<file path="src/rtl/ide_irq_status_unit.sv">
module ide_irq_status_unit #(
  parameter logic [7:0] MODE_OFS    = 8'h71,
  parameter logic [7:0] CH0_MIR_OFS = 8'h50,
  parameter logic [7:0] CH1_MIR_OFS = 8'h57
) (
  input  logic       clk,
  input  logic       rst_n,
  input  logic [1:0] drv_irq,
  input  logic [1:0] dma_active,
  input  logic [1:0] dma_err_evt,
  input  logic [1:0] dma_int_evt,
  input  logic [7:0] cfg_addr,
  input  logic       cfg_wr,
  input  logic [7:0] cfg_wdata,
  output logic [7:0] cfg_rdata,
  input  logic [3:0] bm_addr,
  input  logic       bm_wr,
  input  logic [7:0] bm_wdata,
  output logic [7:0] bm_rdata,
  output logic       irq_out
);
  localparam logic [2:0] BM_MODE = 3'd1;
  localparam logic [2:0] BM_STAT = 3'd2;
  localparam logic [2:0] BM_TIM  = 3'd3;

  logic [1:0] drv_q, flag, mask;
  logic [1:0] st_err, st_int, st_b5, st_b6;
  logic [7:0] tim [2];
  logic [1:0] drv_chg, cfg_clr, wr_stat, wr_tim;
  logic       bm_ch;
  logic [2:0] bm_ofs;
  logic [7:0] mode_val, stat_val;

  assign bm_ch   = bm_addr[3];
  assign bm_ofs  = bm_addr[2:0];
  assign drv_chg = drv_irq ^ drv_q;

  assign cfg_clr[0] = cfg_wr && cfg_wdata[2] &&
                      (cfg_addr == MODE_OFS || cfg_addr == CH0_MIR_OFS);
  assign cfg_clr[1] = cfg_wr && ((cfg_addr == MODE_OFS && cfg_wdata[3]) ||
                                 (cfg_addr == CH1_MIR_OFS && cfg_wdata[4]));

  assign wr_stat[0] = bm_wr && bm_ofs == BM_STAT && !bm_ch;
  assign wr_stat[1] = bm_wr && bm_ofs == BM_STAT &&  bm_ch;
  assign wr_tim[0]  = bm_wr && bm_ofs == BM_TIM  && !bm_ch;
  assign wr_tim[1]  = bm_wr && bm_ofs == BM_TIM  &&  bm_ch;

  always_ff @(posedge clk) begin
    if (!rst_n) begin
      drv_q  <= '0;
      flag   <= '0;
      mask   <= '0;
      st_err <= '0;
      st_int <= '0;
      st_b5  <= '0;
      st_b6  <= '0;
      tim[0] <= '0;
      tim[1] <= '0;
    end else begin
      drv_q <= drv_irq;
      if (bm_wr && bm_ofs == BM_MODE) mask <= bm_wdata[5:4];
      for (int c = 0; c < 2; c++) begin
        if (drv_chg[c])      flag[c] <= drv_irq[c];
        else if (cfg_clr[c]) flag[c] <= 1'b0;
        st_err[c] <= dma_err_evt[c] | (st_err[c] & ~(wr_stat[c] & bm_wdata[1]));
        st_int[c] <= dma_int_evt[c] | (st_int[c] & ~(wr_stat[c] & bm_wdata[2]));
        if (wr_stat[c]) begin
          st_b5[c] <= bm_wdata[5];
          st_b6[c] <= bm_wdata[6];
        end
        if (wr_tim[c]) tim[c] <= bm_wdata;
      end
    end
  end

  assign mode_val = {2'b00, mask, flag, 2'b00};
  assign stat_val = {1'b0, st_b6[bm_ch], st_b5[bm_ch], 2'b00,
                     st_int[bm_ch], st_err[bm_ch], dma_active[bm_ch]};

  always_comb begin
    cfg_rdata = 8'h00;
    if (cfg_addr == MODE_OFS)         cfg_rdata = mode_val;
    else if (cfg_addr == CH0_MIR_OFS) cfg_rdata = {5'b0, flag[0], 2'b0};
    else if (cfg_addr == CH1_MIR_OFS) cfg_rdata = {3'b0, flag[1], 4'b0};
  end

  always_comb begin
    case (bm_ofs)
      BM_MODE: bm_rdata = mode_val;
      BM_STAT: bm_rdata = stat_val;
      BM_TIM:  bm_rdata = tim[bm_ch];
      default: bm_rdata = 8'hFF;
    endcase
  end

  assign irq_out = (flag[0] & ~mask[0]) | (flag[1] & ~mask[1]);

  logic unused_cfg_bits;
  assign unused_cfg_bits = ^{cfg_wdata[7:5], cfg_wdata[1:0]};

  p_drive_tracks_r2: assert property (@(posedge clk) disable iff (!rst_n)
    drv_chg[0] |=> flag[0] == $past(drv_irq[0]));
  p_w1c_clears_r3: assert property (@(posedge clk) disable iff (!rst_n)
    (cfg_clr[1] && !drv_chg[1]) |=> !flag[1]);
  p_masked_quiet_r4: assert property (@(posedge clk) disable iff (!rst_n)
    (&mask) |-> !irq_out);
  p_no_flag_no_irq_r4: assert property (@(posedge clk) disable iff (!rst_n)
    !(|flag) |-> !irq_out);
  p_stat_keep_r6: assert property (@(posedge clk) disable iff (!rst_n)
    (wr_stat[0] && !bm_wdata[2] && !dma_int_evt[0]) |=> $stable(st_int[0]));
  p_set_wins_r8: assert property (@(posedge clk) disable iff (!rst_n)
    (drv_chg[0] && drv_irq[0] && cfg_clr[0]) |=> flag[0]);
endmodule

</file>
<file path="config.mk">
export PLATFORM = sky130hd
export DESIGN_NAME = ide_irq_status_unit
export DESIGN_NICKNAME = d
export VERILOG_FILES = /design/src/rtl/ide_irq_status_unit.sv
export SDC_FILE = /design/constraint.sdc
export NUM_CORES = 1
export LEC_CHECK = 0
export ABC_CLOCK_PERIOD_IN_PS = 1800
export BUFFER_PORTS_ARGS = -buffer_cell sky130_fd_sc_hd__buf_2
export CAP_MARGIN = 20
export CORE_UTILIZATION = 49
export CTS_BUF_LIST = sky130_fd_sc_hd__clkbuf_16
export CTS_CLUSTER_DIAMETER = 120
export CTS_CLUSTER_SIZE = 8
export DETAILED_ROUTE_END_ITERATION = 10
export PLACE_DENSITY_LB_ADDON = 0.1
export RECOVER_POWER = 100
export SLEW_MARGIN = 20
export SYNTH_ARGS = -nofsm -noshare
export SYNTH_HDL_FRONTEND = slang
export SYNTH_SLANG_ARGS = --single-unit
</file>
<file path="constraint.sdc">
create_clock -name clk -period 1.8 [get_ports clk]
set_clock_uncertainty 0.15 [all_clocks]
set_input_delay 0.09 -clock clk [delete_from_list [all_inputs] [get_ports clk]]
set_output_delay 0.09 -clock clk [all_outputs]
set_load 0.01 [all_outputs]
</file>
==> out/summary.md, run 1 <==
Row generation in the floorplan step produced 20 rows. The worst path arrival time was 1480 ps; the register clock-pin slew on the reported worst setup and hold paths was 50 ps. In this run, the number of DRC markers left after iteration 0 of detailed routing was 41. By area the synthesized netlist is led by edfxtp_1 (29%), dfxtp_1 (17%), mux2i_1 (9.2%), and3_1 (3.4%), buf_4 (3.2%). The run gives 583.0 MHz as the maximum clock frequency. For the total detailed-routing wirelength, the log shows 3646 µm. The routed layout has 1330 vias. Summed over all cells, the static leakage comes to 0.0008773 µW. The worst setup path is captured at an output port. Clock period minus worst slack: 1715 ps. The pre-antenna-repair detailed-routing pass consisted of 4 iterations. In this run, post-CTS repair resized a total of 0 instances.

For the number of nets with antenna violations after routing, the log shows 0. For the pin with the worst max-slew slack, the measured transition is 627.6 ps. The tools report the beginning of the worst hold path as bm_wdata[3]. Across every metal layer, demand over resource in global routing totals 23.28%. The most used flip-flop cell after synthesis is edfxtp_1. The first-pass GRT wire length was 5927 µm; the starting utilization of the core area was 52.74%. The worst hold path was traced through 2 stages. The post-route fraction of the period consumed by the critical path was 95.30%; the layout cell share with drive strength beyond 1 was 24.30%. After global routing the overflow that remains totals 0.

The synthesis-stage register bit count came out at 30. The critical path starts at tim[0][2]$_DFFE_PP_. After detailed routing, the number of remaining DRC violations is 0. The area overhead of the layout relative to synthesis was 27.68%. In this run the deepest clock path goes through 2 buffers. The class of the most critical setup path is flip-flop to output port. Timing analysis after detailed placement gives a worst setup slack of 222.0 ps. The max-slew violation total from the final report is 0, and the number of buffers created by CTS is 5. The launching element type of the critical path was a flip-flop.

After synthesis, the netlist uses 38 different library cells. The worst pin sits at a relative slew slack of 58.07%. Synthesis handed over a netlist of 153 instances. The logs give 2 for the number of levels the H-tree was split into and 1637 µm² for the netlist area before placement. The root buffer cell chosen for the clock tree is clkbuf_16. The number of warnings printed during yosys synthesis came out at 0. TritonCTS built the clock tree.

The detail-routed net length per standard cell was 14.13 µm; the number of sinks handled by clock tree synthesis was 30. The standard cell core area is 3103 µm². The biggest area contributor in the post-synthesis netlist is edfxtp_1.

Proportion of netlist area held by the largest area contributor: 29.36%. Counting the fill cells in the layout gives 282. The via count of the first global-routing pass was 1310. Setup repair after global routing could not meet its margin everywhere.

The count of max-cap constraint violations is 0. Path category of the worst min-delay check: input pin to flip-flop. The largest fanout of any net on the critical path was 1; the data required time at the worst endpoint was 1560 ps.

The number of antenna diodes in the final layout is 0. On the final layout, the worst hold slack is 8.320 ps. The count of buffers added on input and output ports is 47. The horizontal die dimension was 59.79 µm.

The number of top-level design ports is 57. After synthesis, the most frequently instantiated cells are edfxtp_1 (16), mux2i_1 (15), dfxtp_1 (14), nand2_1 (14), and3_1 (9). Setup violations remaining at the end of the flow were counted as 0.

The flow ran to the end, and the final reports show no timing, DRC or antenna violations. The final weighted congestion in routability-driven placement is 0.8116. The ratio of total power to cell area came out at 842.1 nW/µm². For the number of hold violations in the final report, the log shows 0.

Setup slack closes at 84.69 ps. For the clock latency on the worst-skew pair, the log shows 270 ps. Sequential cells were found to cover 46.48% of the synthesized design area. Among all cell types in the netlist, the one instantiated most often is edfxtp_1.

The startpoint identified for the worst register-to-register timing path is drv_q[1]$_SDFF_PN0_. For hold timing, the worst endpoint is tim[0][3]$_DFFE_PP_. The HPWL after detailed placement is 2608 µm, and the fraction of registers with async set/reset is 0%. The final layout contains 255 nets.

The routed via count divided by cell count was 5.155. The worst register-to-register path has a depth of 5. For the total power, the log shows 1760 µW. The endpoint of the worst-slack reg-to-reg timing path is flag[1]$_SDFFE_PN0P_. The synthesized area per cell came out at 10.70 µm². The number of flops mapped to enable cells by yosys is 16, and the maximum vdd ir drop is 677.3 µV.

The worst register-to-register path has a setup slack of 570 ps. The height of the die was 59.79 µm. The die covers 3575 µm². The run gives 0 as the number of antenna violations at the first check in global routing.

For the largest net degree at the start of global routing, the log shows 27.
worst max-delay path by stage:
stage                                endpoint  slack [ps]  cells after the start
after floorplan           tim[0][0]$_DFFE_PP_         120                      3
after global placement            bm_rdata[2]         260                      6
after detailed placement          bm_rdata[1]         220                      6
after CTS                         bm_rdata[2]          80                      5
after global routing              bm_rdata[2]         -10                      5
final                             bm_rdata[2]          80                      5
critical path, cell delays in order, from the launching register on:
cell	delay [ps]
edfxtp_1	350
mux2_4	270
mux2i_1	150
a22oi_1	100
or2_1	200
buf_2	140
power by group:
| group | leakage, µW | switching, µW | total, µW | internal [µW] |
|---|---|---|---|---|
| registers | 0.000268 | 13.7 | 773 | 759 |
| logic | 0.000543 | 121 | 237 | 116 |
| clock network | 0.0000663 | 255 | 749 | 494 |
per-stage QoR:
stage | std cells | util, % | cell area (µm²) | setup TNS [ps]
CTS | 258 | 68.51 | 2126 | 0
finish | 258 | 67.34 | 2090 | 0
global placement | 241 | 61.21 | 1899 | 0
floorplan | 156 | - | 1648 | 0
detailed placement | 241 | 61.21 | 1899 | 0
global route | 258 | 67.34 | 2090 | -12.89
what timing repair did:
item / in CTS / in global routing
buffers inserted: 0 / 0
hold buffers: 9 / 0
hold endpoints to repair: 10 / 0
endpoints found under the setup margin: 0 / 1
registers in the layout (all words and copies together), names as in the netlist:
register,cells
st_b6,2
st_int,2
flag,2
st_b5,2
st_err,2
drv_q,2
tim,16
mask,2
kinds of logic after synthesis:
family	synth area share (%)
AOI/OAI and AO/OA	11.39
xor gates and xnor gates	0.5353
adders and majority gates	1.529
buffers and inverters	6.039
DFF	46.48
muxes	13.07
other	0.2291
and+or+nand+nor	20.72
final cells by class:
cell class,instances,area (µm²),share of cell area (%)
multi-input combinational,109,777.0,37.19
clock buffer,5,125.1,5.988
clock inverter,3,11.26,0.5389
sequential,30,760.7,36.41
tap,44,55.05,2.635
inverter,6,22.52,1.078
timing repair buffer,61,337.8,16.17
routing by layer:
metal,wire (µm),up-vias,part of all wire (%),global-route usage (%)
met3,161,4,4.4,6.710
met2,1829,35,50,38.89
met4,32,0,0.88,10.30
met5,0,-,0,0
met1,1622,627,44,27.67
li1,-,664,-,-
cell usage in the layout (no fill, tap or decap), types with 2 or more instances in the layout:
master,instances
a21boi_0,6
a21oi_1,2
a22oi_1,5
and2_1,2
and3_1,9
and4_2,2
buf_2,35
buf_4,2
clkbuf_1,14
clkbuf_16,5
clkinv_1,3
conb_1,4
dfxtp_1,14
dlygate4sd3_1,9
edfxtp_1,16
ha_1,2
inv_1,6
mux2_2,3
mux2_4,2
mux2i_1,15
nand2_1,14
nand3_1,2
nand4bb_1,2
nor2_1,7
nor2b_1,6
nor3_1,2
o21a_1,4
o21ai_0,3
o31ai_1,2
or2_1,5
(Power assumes the default switching activity.)
==> run 2, diff against run 1 <==
--- a/config.mk
+++ b/config.mk
@@ -8,6 +8,7 @@
 export ABC_CLOCK_PERIOD_IN_PS = 1800
 export BUFFER_PORTS_ARGS = -buffer_cell sky130_fd_sc_hd__buf_2
 export CAP_MARGIN = 20
+export CORE_MARGIN = 4
 export CORE_UTILIZATION = 49
 export CTS_BUF_LIST = sky130_fd_sc_hd__clkbuf_16
 export CTS_CLUSTER_DIAMETER = 120
==> out/summary.md, run 2 (synthesized netlist as in run 1, its figures left out) <==
The area overhead of the layout relative to synthesis was 27.60% (was 27.68%); the area of the multi-input gates was 777.0 µm² (unchanged). The horizontal die dimension came out at 65.79 µm (was 59.79 µm). The tools report the remaining routing DRC violations as 0 (unchanged). The run gives 1407 (was 1310) as the via count of the first global-routing pass. Critical path cell sequence: mux2_4, mux2i_1, a22oi_1, or2_1, buf_2 (unchanged).

The tools report the maximum vdd ir drop as 541.0 µV (was 677.3 µV). The pre-CTS worst setup slack came out at 248.2 ps (was 222.0 ps). The total routing resource utilization after global routing is 18.14% (was 23.28%), and the total detailed-routing wirelength is 3517 µm (was 3646 µm). The start point of the critical path is tim[0][5]$_DFFE_PP_ (was tim[0][2]$_DFFE_PP_). Number of buffers created by CTS: 5 (unchanged). Number of hold violations in the final report: 0 (unchanged). The final weighted congestion in routability-driven placement came out at 0.7650 (was 0.8116).

The count of standard-cell rows came out at 20 (unchanged). The deepest clock path buffer count was 2 (unchanged). Beginning of the worst hold path: cfg_wr (was bm_wdata[3]).

The total inserted antenna cells is 0 (unchanged), and the data required time at the worst endpoint is 1560 ps (about the same). The worst setup slack for register-to-register paths was 570 ps (about the same); the final non-filler cell total was 258 (unchanged). For the largest net degree at the start of global routing, the log shows 27 (unchanged).

The setup TNS was 0 ps (unchanged). The leakage power came out at 0.0008858 µW (was 0.0008773 µW). The clock latency on the worst-skew pair is 270 ps (about the same).

Most common cell after layout, fill and taps aside: buf_2 (unchanged). The met1 wire length is 1540 µm (was 1622 µm), and the total number of vias is 1333 (was 1330). The logs give 0 (unchanged) for the count of max-cap constraint violations and 30 (unchanged) for the number of sinks handled by clock tree synthesis. The final-report setup violation count is 0 (unchanged), and the standard cell core area is 3128 µm² (was 3103 µm²). The final-layout worst hold slack is 13.68 ps (was 8.320 ps), and the number of levels the H-tree was split into is 2 (unchanged). The tools report the launching element type of the critical path as a flip-flop (unchanged).

The number of top-level design ports was 57 (unchanged). The transition time at the pin with the least slew margin works out to 619.7 ps (was 627.6 ps). Launch point of the worst reg-to-reg path: drv_q[1]$_SDFF_PN0_ (unchanged).

The critical-path cell with the highest stage delay was edfxtp_1 (unchanged). The uppermost metal layer occupied by signal nets was met4 (unchanged). The logs give 1500 ps (was 1480 ps) for the worst path arrival time and 4328 µm² (was 3575 µm²) for the die outline area. The number of design-rule violations left by the first detailed-router iteration came out at 47 (was 41). The max-slew violation total from the final report came out at 0 (unchanged).

For the worst-case headroom to the max-slew limit, the log shows 58.59% (was 58.07%). The largest fanout of any net on the critical path is 1 (unchanged), and the routed via count divided by cell count is 5.167 (was 5.155). The number of setup buffers added after CTS is 0 (unchanged). Path category of the worst min-delay check: input pin to flip-flop (unchanged). The layout net count was 255 (unchanged); the leftover overflow at the end of global routing was 0 (unchanged). Class of the most critical setup path: flip-flop to output port (unchanged). The register clock-pin slew on the reported worst setup and hold paths works out to 50 ps (about the same). Most used cells in the layout excluding fill and tap cells: buf_2 (35), edfxtp_1 (16), mux2i_1 (15), clkbuf_1 (15) (was buf_2 (35), edfxtp_1 (16), mux2i_1 (15)). The tools report the clock root buffer master as clkbuf_16 (unchanged). The number of buffers inserted by port buffering works out to 47 (unchanged).

The tools report the number of antenna violations at the first check in global routing as 0 (unchanged). The number of instances resized during post-cts repair was 0 (unchanged); the number of flip-flops in the largest register was 16 (unchanged). Setup repair after global routing could not meet its margin everywhere. TritonCTS built the clock tree.

The largest stage delay on the critical path was 350 ps (about the same). Category of the worst setup path capture point: an output port (unchanged). Maximum clock frequency: 575.7 MHz (was 583.0 MHz). The detailed route wirelength on metal3 was 256 µm (was 161 µm).

The cell count after placement was 241 (unchanged); the layout cell share with drive strength beyond 1 was 23.83% (was 24.30%). The flip-flop and latch area is 760.7 µm² (unchanged). The HPWL after detailed placement came out at 2612 µm (was 2608 µm). The clock period minus worst slack came out at 1737 ps (was 1715 ps). For the smallest setup slack after layout, the log shows 63.07 ps (was 84.69 ps). Top register by number of flip-flops: tim (unchanged).

The flow ran to the end, and the final reports show no timing, DRC or antenna violations. Post-route fraction of the period consumed by the critical path: 96.50% (was 95.30%). The met2 wirelength from detailed routing is 1673 µm (was 1829 µm), and the height of the die is 65.79 µm (was 59.79 µm).

The run gives 270 (was 282) as the number of filler cells placed in the layout. The tools report the starting utilization of the core area as 52.32% (was 52.74%). For the first-pass GRT wire length, the log shows 6003 µm (was 5927 µm).

The number of iterations in the first detailed-routing pass came out at 4 (unchanged). For the fraction of the core area covered by cells at the end of the flow, the log shows 66.76% (was 67.34%). The ratio of total power to cell area came out at 842.3 nW/µm² (was 842.1 nW/µm²). The detail-routed net length per standard cell was 13.63 µm (was 14.13 µm). For the number of nets with antenna violations after routing, the log shows 0 (unchanged).
run 2: cell types whose count changed in the layout (fill, tap and decap cells not counted):
cell      before  now
clkbuf_1      14   15
inv_1          6    9
clkinv_1       3    0
clkbuf_2       1    0
run 2: worst max-delay path: cells and delay by family, from the launching register on:
kind                   cells  cell delay, ps
buffers and inverters      1             140
multiplexers               2             410
flip-flops                 1             350
AND/OR/NAND/NOR            1             210
AO/OA/AOI/OAI              1             110
run 2: report_power, final:
group	internal [µW]	switching, µW	leakage [µW]
clock network	494	257	0.0000776
logic	115	119	0.000540
registers	759	14.3	0.000268
run 2: final cells by class:
type / count / share of cell area, %
tap: 44 / 2.636
timing repair buffer: 61 / 16.12
multi-input combinational: 109 / 37.21
inverter: 6 / 1.078
clock inverter: 3 / 0.5392
sequential: 30 / 36.43
clock buffer: 5 / 5.992
run 2: metal layers:
metal / track usage (%) / vias to the layer above
met4: 7.513 / 0
met2: 29.79 / 56
met3: 5.782 / 6
li1: - / 664
met1: 21.77 / 607
met5: 0 / -
run 2: final timing paths:
path,end,cells after the start
worst min-delay path,flag[1]$_SDFFE_PN0P_,3
worst max register to register,flag[1]$_SDFFE_PN0P_,5
worst max-delay path,bm_rdata[5],5
worst min register to register,st_b6[1]$_SDFFE_PN0N_,2
run 2: what timing repair did:
item | in CTS | in global routing
endpoints found under the setup margin | 0 | 2
hold buffers | 9 | 0
endpoints found under the hold margin | 12 | 0
run 2: per-stage QoR:
step | total power (µW) | area [µm²]
after floorplan | 928.7 | 1648
after global placement | 1007 | 1899
after detailed placement | 1015 | 1899
after CTS | 1785 | 2126
after global routing | 1839 | 2088
final | 1759 | 2088
